File: config.mk
export PLATFORM = sky130hd
export DESIGN_NAME = shadow_param_bank
export DESIGN_NICKNAME = d
export VERILOG_FILES = /design/src/rtl/spb_pkg.sv /design/src/rtl/spb_rst_sync.sv /design/src/rtl/spb_stage_bank.sv /design/src/rtl/spb_live_bank.sv /design/src/rtl/spb_read_mux.sv /design/src/rtl/shadow_param_bank.sv
export SDC_FILE = /design/constraint.sdc
export NUM_CORES = 1
export LEC_CHECK = 0
export BUFFER_PORTS_ARGS = -buffer_cell sky130_fd_sc_hd__buf_4
export CORE_UTILIZATION = 30
export CTS_BUF_LIST = sky130_fd_sc_hd__clkbuf_16
export DETAILED_ROUTE_END_ITERATION = 8
export GPL_TIMING_DRIVEN = 0
export SYNTH_ARGS = -nofsm -noshare
export SYNTH_HDL_FRONTEND = slang
export SYNTH_SLANG_ARGS = --single-unit
File: constraint.sdc
create_clock -name clk -period 7.26 [get_ports clk]
set_input_delay 1.452 -clock clk [delete_from_list [all_inputs] [get_ports clk]]
set_output_delay 1.452 -clock clk [all_outputs]
set_load 0.02 [all_outputs]
File: src/rtl/spb_pkg.sv
package spb_pkg;
  typedef enum logic {
    BANK_LIVE  = 1'b0,
    BANK_STAGE = 1'b1
  } bank_sel_e;
endpackage

File: src/rtl/spb_rst_sync.sv
module spb_rst_sync #(
  parameter int STAGES = 2
) (
  input  logic clk,
  input  logic rst_n,
  output logic rst_core_n
);
  logic [STAGES-1:0] sync_q;
  logic [STAGES-1:0] sync_d;

  always_comb begin
    sync_d = {sync_q[STAGES-2:0], 1'b1};
  end

  always_ff @(posedge clk or negedge rst_n) begin
    if (!rst_n) sync_q <= '0;
    else        sync_q <= sync_d;
  end

  assign rst_core_n = sync_q[STAGES-1];
endmodule

File: src/rtl/spb_stage_bank.sv
module spb_stage_bank #(
  parameter int NREGS = 6,
  parameter int W     = 16,
  parameter int AW    = 3
) (
  input  logic                      clk,
  input  logic                      rst_core_n,
  input  logic                      wr_en,
  input  logic [AW-1:0]             wr_addr,
  input  logic [W-1:0]              wr_data,
  output logic [NREGS-1:0][W-1:0]   stage_q,
  output logic [NREGS-1:0][W-1:0]   stage_d
);
  for (genvar i = 0; i < NREGS; i++) begin : g_reg
    logic hit;
    always_comb begin
      hit        = wr_en && (wr_addr == AW'(i));
      stage_d[i] = hit ? wr_data : stage_q[i];
    end
    always_ff @(posedge clk or negedge rst_core_n) begin
      if (!rst_core_n)  stage_q[i] <= '0;
      else if (hit)     stage_q[i] <= stage_d[i];
    end
  end
endmodule

File: src/rtl/spb_live_bank.sv
module spb_live_bank #(
  parameter int NREGS = 6,
  parameter int W     = 16
) (
  input  logic                      clk,
  input  logic                      rst_core_n,
  input  logic                      update,
  input  logic [NREGS-1:0][W-1:0]   stage_d,
  output logic [NREGS-1:0][W-1:0]   live_q,
  output logic                      valid_q
);
  logic [NREGS-1:0][W-1:0] live_d;
  logic                    valid_d;

  always_comb begin
    live_d  = update ? stage_d : live_q;
    valid_d = valid_q | update;
  end

  always_ff @(posedge clk or negedge rst_core_n) begin
    if (!rst_core_n)  live_q <= '0;
    else if (update)  live_q <= live_d;
  end

  always_ff @(posedge clk or negedge rst_core_n) begin
    if (!rst_core_n) valid_q <= 1'b0;
    else             valid_q <= valid_d;
  end
endmodule

File: src/rtl/spb_read_mux.sv
module spb_read_mux
  import spb_pkg::*;
#(
  parameter int NREGS = 6,
  parameter int W     = 16,
  parameter int AW    = 3
) (
  input  bank_sel_e                 sel,
  input  logic [AW-1:0]             rd_addr,
  input  logic [NREGS-1:0][W-1:0]   stage_q,
  input  logic [NREGS-1:0][W-1:0]   live_q,
  output logic [W-1:0]              rd_data
);
  always_comb begin
    rd_data = '0;
    for (int i = 0; i < NREGS; i++) begin
      if (rd_addr == AW'(i)) begin
        rd_data = (sel == BANK_STAGE) ? stage_q[i] : live_q[i];
      end
    end
  end
endmodule

File: src/rtl/shadow_param_bank.sv
module shadow_param_bank
  import spb_pkg::*;
#(
  parameter int NREGS = 6,
  parameter int W     = 16,
  parameter int AW    = 3
) (
  input  logic               clk,
  input  logic               rst_n,
  input  logic               wr_en,
  input  logic [AW-1:0]      wr_addr,
  input  logic [W-1:0]       wr_data,
  input  logic               update,
  input  logic               rd_bank,
  input  logic [AW-1:0]      rd_addr,
  output logic [W-1:0]       rd_data,
  output logic [NREGS*W-1:0] cfg_flat,
  output logic               cfg_valid
);
  logic                    rst_core_n;
  logic [NREGS-1:0][W-1:0] stage_q;
  logic [NREGS-1:0][W-1:0] stage_d;
  logic [NREGS-1:0][W-1:0] live_q;
  bank_sel_e               sel;

  spb_rst_sync #(.STAGES(2)) u_rst (
    .clk(clk), .rst_n(rst_n), .rst_core_n(rst_core_n)
  );

  spb_stage_bank #(.NREGS(NREGS), .W(W), .AW(AW)) u_stage (
    .clk(clk), .rst_core_n(rst_core_n), .wr_en(wr_en),
    .wr_addr(wr_addr), .wr_data(wr_data),
    .stage_q(stage_q), .stage_d(stage_d)
  );

  spb_live_bank #(.NREGS(NREGS), .W(W)) u_live (
    .clk(clk), .rst_core_n(rst_core_n), .update(update),
    .stage_d(stage_d), .live_q(live_q), .valid_q(cfg_valid)
  );

  assign sel = bank_sel_e'(rd_bank);

  spb_read_mux #(.NREGS(NREGS), .W(W), .AW(AW)) u_rd (
    .sel(sel), .rd_addr(rd_addr), .stage_q(stage_q),
    .live_q(live_q), .rd_data(rd_data)
  );

  assign cfg_flat = live_q;
endmodule

==> results of run 1 <==
layout by cell type, fill, tap and decap left out, types with 3 or more instances in the layout:
cell type / n
buf_16: 3
buf_2: 15
buf_4: 136
buf_6: 5
clkbuf_1: 20
clkbuf_16: 17
clkinv_1: 4
clkinvlp_4: 3
dfrtp_1: 194
inv_1: 3
mux2_2: 177
mux2_4: 30
mux2i_1: 80
nand2_1: 18
nor2_1: 17
o211ai_1: 16
o21a_1: 16
o21ai_0: 62
per-layer routing:
layer | GRT usage | up-vias | routed length [um]
li1 | - | 2744 | -
met1 | 0.223 | 3129 | 11600
met2 | 0.271 | 134 | 12500
met3 | 0.0452 | 30 | 1520
met4 | 0.0584 | 0 | 555
met5 | 0 | - | 0
worst reg2reg max path: cells and delay by family, from the launching register on:
kind | cells | cell delay [ns]
flip-flops | 1 | 0.71
buffers and inverters | 2 | 0.69
where the power goes:
group,total (mW),switching [mW],internal [mW]
Clock,0.869,0.406,0.462
Sequential,1.54,0.192,1.35
Combinational,1.06,0.532,0.527
Total,3.47,1.13,2.34
cell usage after synthesis (2+ instances only):
cell type / count
and4bb_1: 2
buf_1: 2
buf_2: 15
buf_6: 5
clkbuf_1: 20
dfrtp_1: 195
mux2_2: 177
mux2_4: 30
mux2i_1: 80
nand2_1: 18
nor2_1: 17
nor2b_1: 2
o211ai_1: 16
o21a_1: 16
o21ai_0: 62
o21ai_1: 2
or3b_2: 2
how the worst max path moves through the flow:
stage	endpoint	slack [ns]
floorplan	u_live.live_q[0]	1.42
global placement	u_stage.stage_q[23]	-0.97
detailed placement	rd_data[13]	2.21
CTS	rd_data[13]	2.22
global route	rd_data[13]	2.10
finish	rd_data[13]	2.30
state kept, by name, summed over array words and instances (netlist names):
signal	flops
u_live.live_q	96
u_stage.stage_q	96
u_rst.sync_q	2
u_live.valid_q	1
final cells by class:
class / count / area, um2 / share of cell area
clock buffer: 17 / 425 / 0.0375
clock inverter: 14 / 101 / 0.00893
multi-input combinational: 432 / 4090 / 0.361
sequential: 195 / 4880 / 0.431
timing repair buffer: 138 / 1100 / 0.0966
tap: 390 / 488 / 0.0430
buffer: 45 / 256 / 0.0226
kinds of logic after synthesis:
kind of cell	Yosys count
other cells	1
flops	195
buf+inv	45
compound gates	96
mux	288
simple gates	47
per-stage QoR:
step                power [mW]  TNS (ns)  hold slack (ns)
detailed placement        2.63         0            0.294
CTS                       3.50         0            0.302
finish                    3.47         0            0.280
floorplan                 2.16         0            0.331
global placement          2.61   -183.98            0.337
global route              3.65         0            0.326
==> impl_metrics.env, run 1 <==
export IMPL_status="completed"
export IMPL_cts_tree="built"
export IMPL_hold_class="reg -> async"
export IMPL_synth_seq_cells=195
export IMPL_synth_top_family_by_area="multiplexers"
export IMPL_rsz0062_at_grt="no"
export IMPL_grt_pass1_vias=6273
export IMPL_crit_cells=7
export IMPL_ys_flop_type="dfrtp_1"
export IMPL_routed_wl_um=26200
export IMPL_finalCriticalPeriod_ns=4.96
export IMPL_r2r_cells=2
export IMPL_ys_seq_area_frac=0.529
export IMPL_clk_latency_ns=0.43
export IMPL_cap_viol_max_count=0
export IMPL_finalNonFillerCells=1231
export IMPL_grt_start_max_net_pins=67
export IMPL_synth_area_top_cells="dfrtp_1 (53%), mux2_2 (22%), mux2i_1 (8.7%)"
export IMPL_antenna_left=0
export IMPL_yosys_area_share_xor_xnor=0
export IMPL_ys_types=28
export IMPL_numClockSinks=195
export IMPL_drv_slew=0
export IMPL_num_antenna_cells=0
export IMPL_syn_cell_area_mm2=0.00923
export IMPL_grt_overflow_total=0
export IMPL_rows=63
export IMPL_dp_worst_setup_slack_ns=2.21
export IMPL_synthCells=672
export IMPL_path_clk_slew_ns=0.07
export IMPL_leakage_nw=5.09
export IMPL_utilization=0.379
export IMPL_dr_pass1_iters=4
export IMPL_core_area_mm2=0.0300
export IMPL_fmax_ghz=0.202
export IMPL_synth_mux_area_frac=0.353
export IMPL_cts_buffers=17
export IMPL_slew_headroom=0.370
export IMPL_crit_start="rd_addr[1]"
export IMPL_start_kind="input pin"
export IMPL_synth_warnings=0
export IMPL_hold_viol=0
export IMPL_cp_cell_sequence="buf_4, buf_2, nor2b_1, nand2_1, clkbuf_1, o211ai_1, buf_4"
export IMPL_min_period_over_period=0.683
export IMPL_fin_skew_ns=0.00787
export IMPL_crit_type="in -> out"
export IMPL_die_y_um=177
export IMPL_final_area_mm2=0.0113
export IMPL_r2r_slack_ns=6.00
export IMPL_viasPerCell=4.90
export IMPL_cts_max_level=4
export IMPL_portBuffers=135
export IMPL_post_cts_buffers=0
export IMPL_cp_num_buf_inv=4
export IMPL_first_iter_violations=242
export IMPL_critical_path_required_ns=5.81
export IMPL_cts_resized=0
export IMPL_path_delay_family="buffers and inverters"
export IMPL_setup_viol=0
export IMPL_fin_ws_ns=2.30
export IMPL_cpMostUsedCell="buf_4"
export IMPL_num_vias=6037
export IMPL_track_usage=0.170
export IMPL_wire_per_inst_um=21.3
export IMPL_drive_gt1_frac=0.476
export IMPL_tightestPinTransition_ns=0.944
export IMPL_dieWidth_um=177
export IMPL_antenna_found_initial=0
export IMPL_syn2layout_area_growth_pct=22.9
export IMPL_cpPeakStageDelay_ns=0.46
export IMPL_dieArea_mm2=0.0315
export IMPL_synth_simple_area_share=0.0296
export IMPL_r2r_end="u_live.live_q[14]"
export IMPL_yosysTopAreaCell="dfrtp_1"
export IMPL_crit_fanout=10
export IMPL_irDropWorstVdd_mv=0.128
export IMPL_place_hpwl_um=19300
export IMPL_synth_edf_count=0
export IMPL_synthAdderAreaFrac=0
export IMPL_worstPathArrival_ns=3.51
export IMPL_dpl_instance_area_mm2=0.0108
export IMPL_powerDensity_mw_per_mm2=306
export IMPL_grt_pass1_wl_um=39400
export IMPL_cts_hold_buf=0
export IMPL_gp_congestion=0.772
export IMPL_drcViolationCount=0
export IMPL_synth_avg_cell_area_um2=13.7
export IMPL_crit_reg2reg_launch="u_rst.sync_q[1]"
export IMPL_ios=140
export IMPL_dp_cells=1200
export IMPL_syn_num_nets=699
export IMPL_cts_root_buf="clkbuf_16"
export IMPL_synth_compound_area_frac=0.0607
export IMPL_clockBufferDepth=2
export IMPL_initial_core_util=0.308
export IMPL_n_fill_cell=2929
export IMPL_async_flop_share=1.00
export IMPL_yosysTopAreaCellShare=0.529
export IMPL_crit_path_end_kind="output pin"
export IMPL_nets=856
export IMPL_slowest_stage="nor2b_1"
Note: power is estimated with default switching activity, not from simulation.
==> inputs of run 2 (changes only) <==
Clock period 7.26 ns to 4.9 ns, I/O delays scaled along.
==> impl_metrics.env, run 2 (synthesis gave the netlist of run 1 again) <==
export IMPL_status="completed"
export IMPL_dieArea_mm2=0.0315
export IMPL_largestRegisters="u_live.live_q x96, u_stage.stage_q x96, u_rst.sync_q x2"
export IMPL_numClockSinks=195
export IMPL_die_y_um=177
export IMPL_grt_pass1_vias=6242
export IMPL_viasPerCell=4.90
export IMPL_antenna_left=0
export IMPL_drcViolationCount=0
export IMPL_cap_viol_max_count=0
export IMPL_dieWidth_um=177
export IMPL_cts_hold_buf=0
export IMPL_crit_start="rd_addr[1]"
export IMPL_path_clk_slew_ns=0.07
export IMPL_drive_gt1_frac=0.485
export IMPL_hold_class="reg -> async"
export IMPL_num_vias=6043
export IMPL_clockBufferDepth=2
export IMPL_critical_path_required_ns=3.92
export IMPL_mostFrequentLayoutCells="dfrtp_1 (194), mux2_2 (177), buf_4 (136)"
export IMPL_leakage_nw=5.10
export IMPL_crit_reg2reg_launch="u_rst.sync_q[1]"
export IMPL_clk_latency_ns=0.43
export IMPL_fin_skew_ns=0.00987
export IMPL_met2_usage=0.281
export IMPL_utilization=0.380
export IMPL_grt_busiest_layer="met2"
export IMPL_irDropWorstVdd_mv=0.186
export IMPL_setup_viol=0
export IMPL_rsz0062_at_grt="no"
export IMPL_core_area_mm2=0.0300
export IMPL_grt_start_max_net_pins=66
export IMPL_cts_root_buf="clkbuf_16"
export IMPL_grtUsageMet1=0.230
export IMPL_ios=140
export IMPL_cts_max_level=4
export IMPL_wire_per_inst_um=21.4
export IMPL_cts_resized=0
export IMPL_first_iter_violations=262
export IMPL_grt_overflow_total=0
export IMPL_fmax_ghz=0.247
export IMPL_track_usage=0.173
export IMPL_finalCriticalPeriod_ns=4.04
export IMPL_powerDensity_mw_per_mm2=458
export IMPL_routed_wl_um=26400
export IMPL_crit_path_end_kind="output pin"
export IMPL_final_common_cell="dfrtp_1"
export IMPL_gp_congestion=0.764
export IMPL_drv_slew=0
export IMPL_met3_usage=0.0362
export IMPL_post_cts_buffers=0
export IMPL_start_kind="input pin"
export IMPL_hold_viol=0
export IMPL_nets=856
export IMPL_grt_pass1_wl_um=39600
export IMPL_rows=63
export IMPL_crit_type="in -> out"
export IMPL_slew_headroom=0.270
export IMPL_tns_ns=0
export IMPL_syn2layout_area_growth_pct=23.4
export IMPL_place_hpwl_um=19100
export IMPL_crit_fanout=10
export IMPL_dr_pass1_iters=4
export IMPL_portBuffers=135
export IMPL_worstPathArrival_ns=3.06
export IMPL_antenna_found_initial=1
export IMPL_min_period_over_period=0.825
export IMPL_cts_buffers=17
export IMPL_initial_core_util=0.308
export IMPL_tightestPinTransition_ns=1.09
export IMPL_cts_tree="built"
==> run 2: area by class of cell <==
cell class	count	area [um2]
timing repair buffer	138	1100
multi-input combinational	432	4090
tap	390	488
clock buffer	17	425
clock inverter	15	148
fill	2914	18600
sequential	195	4880
antenna	1	2.50
buffer	45	256
==> run 2: metrics by stage <==
step	setup WS, ns	total power [mW]	std cells	cell area, um2	hold WS [ns]
after floorplan	1.64	3.20	672	9230	0.331
after global placement	0.339	3.85	1197	10700	0.337
after detailed placement	0.845	3.90	1200	10800	0.277
after CTS	0.842	5.28	1232	11400	0.288
after global routing	0.763	5.49	1233	11400	0.291
final	0.858	5.22	1233	11400	0.273
==> run 2: power by group <==
part	total, mW	switching (mW)	internal [mW]
Sequential	2.28	0.281	2.00
Combinational	1.56	0.784	0.781
Clock	1.38	0.660	0.717
==> run 2: path summary, 6_finish.rpt <==
check                                      end  slack, ns  cells past startpoint
max reg2reg                u_stage.stage_q[70]       3.72                      2
min reg2reg                  u_live.live_q[78]       0.27                      0
max                                 rd_data[6]       0.86                      7
max in group asynchronous  u_stage.stage_q[70]       3.72                      2
min in group clk               u_rst.sync_q[1]       0.35                      0
min                          u_live.live_q[78]       0.27                      0
==> run 2: layer usage <==
layer	up-vias	wire length [um]
met4	0	394
met5	-	0
li1	2753	-
met2	130	12900
met1	3135	11800
met3	25	1240
==> run 2: worst max-delay path, stage by stage <==
cell	delay, ns
buf_4	0.12
buf_2	0.19
nor2b_1	0.46
nand2_1	0.33
clkbuf_1	0.38
o211ai_1	0.39
buf_4	0.21
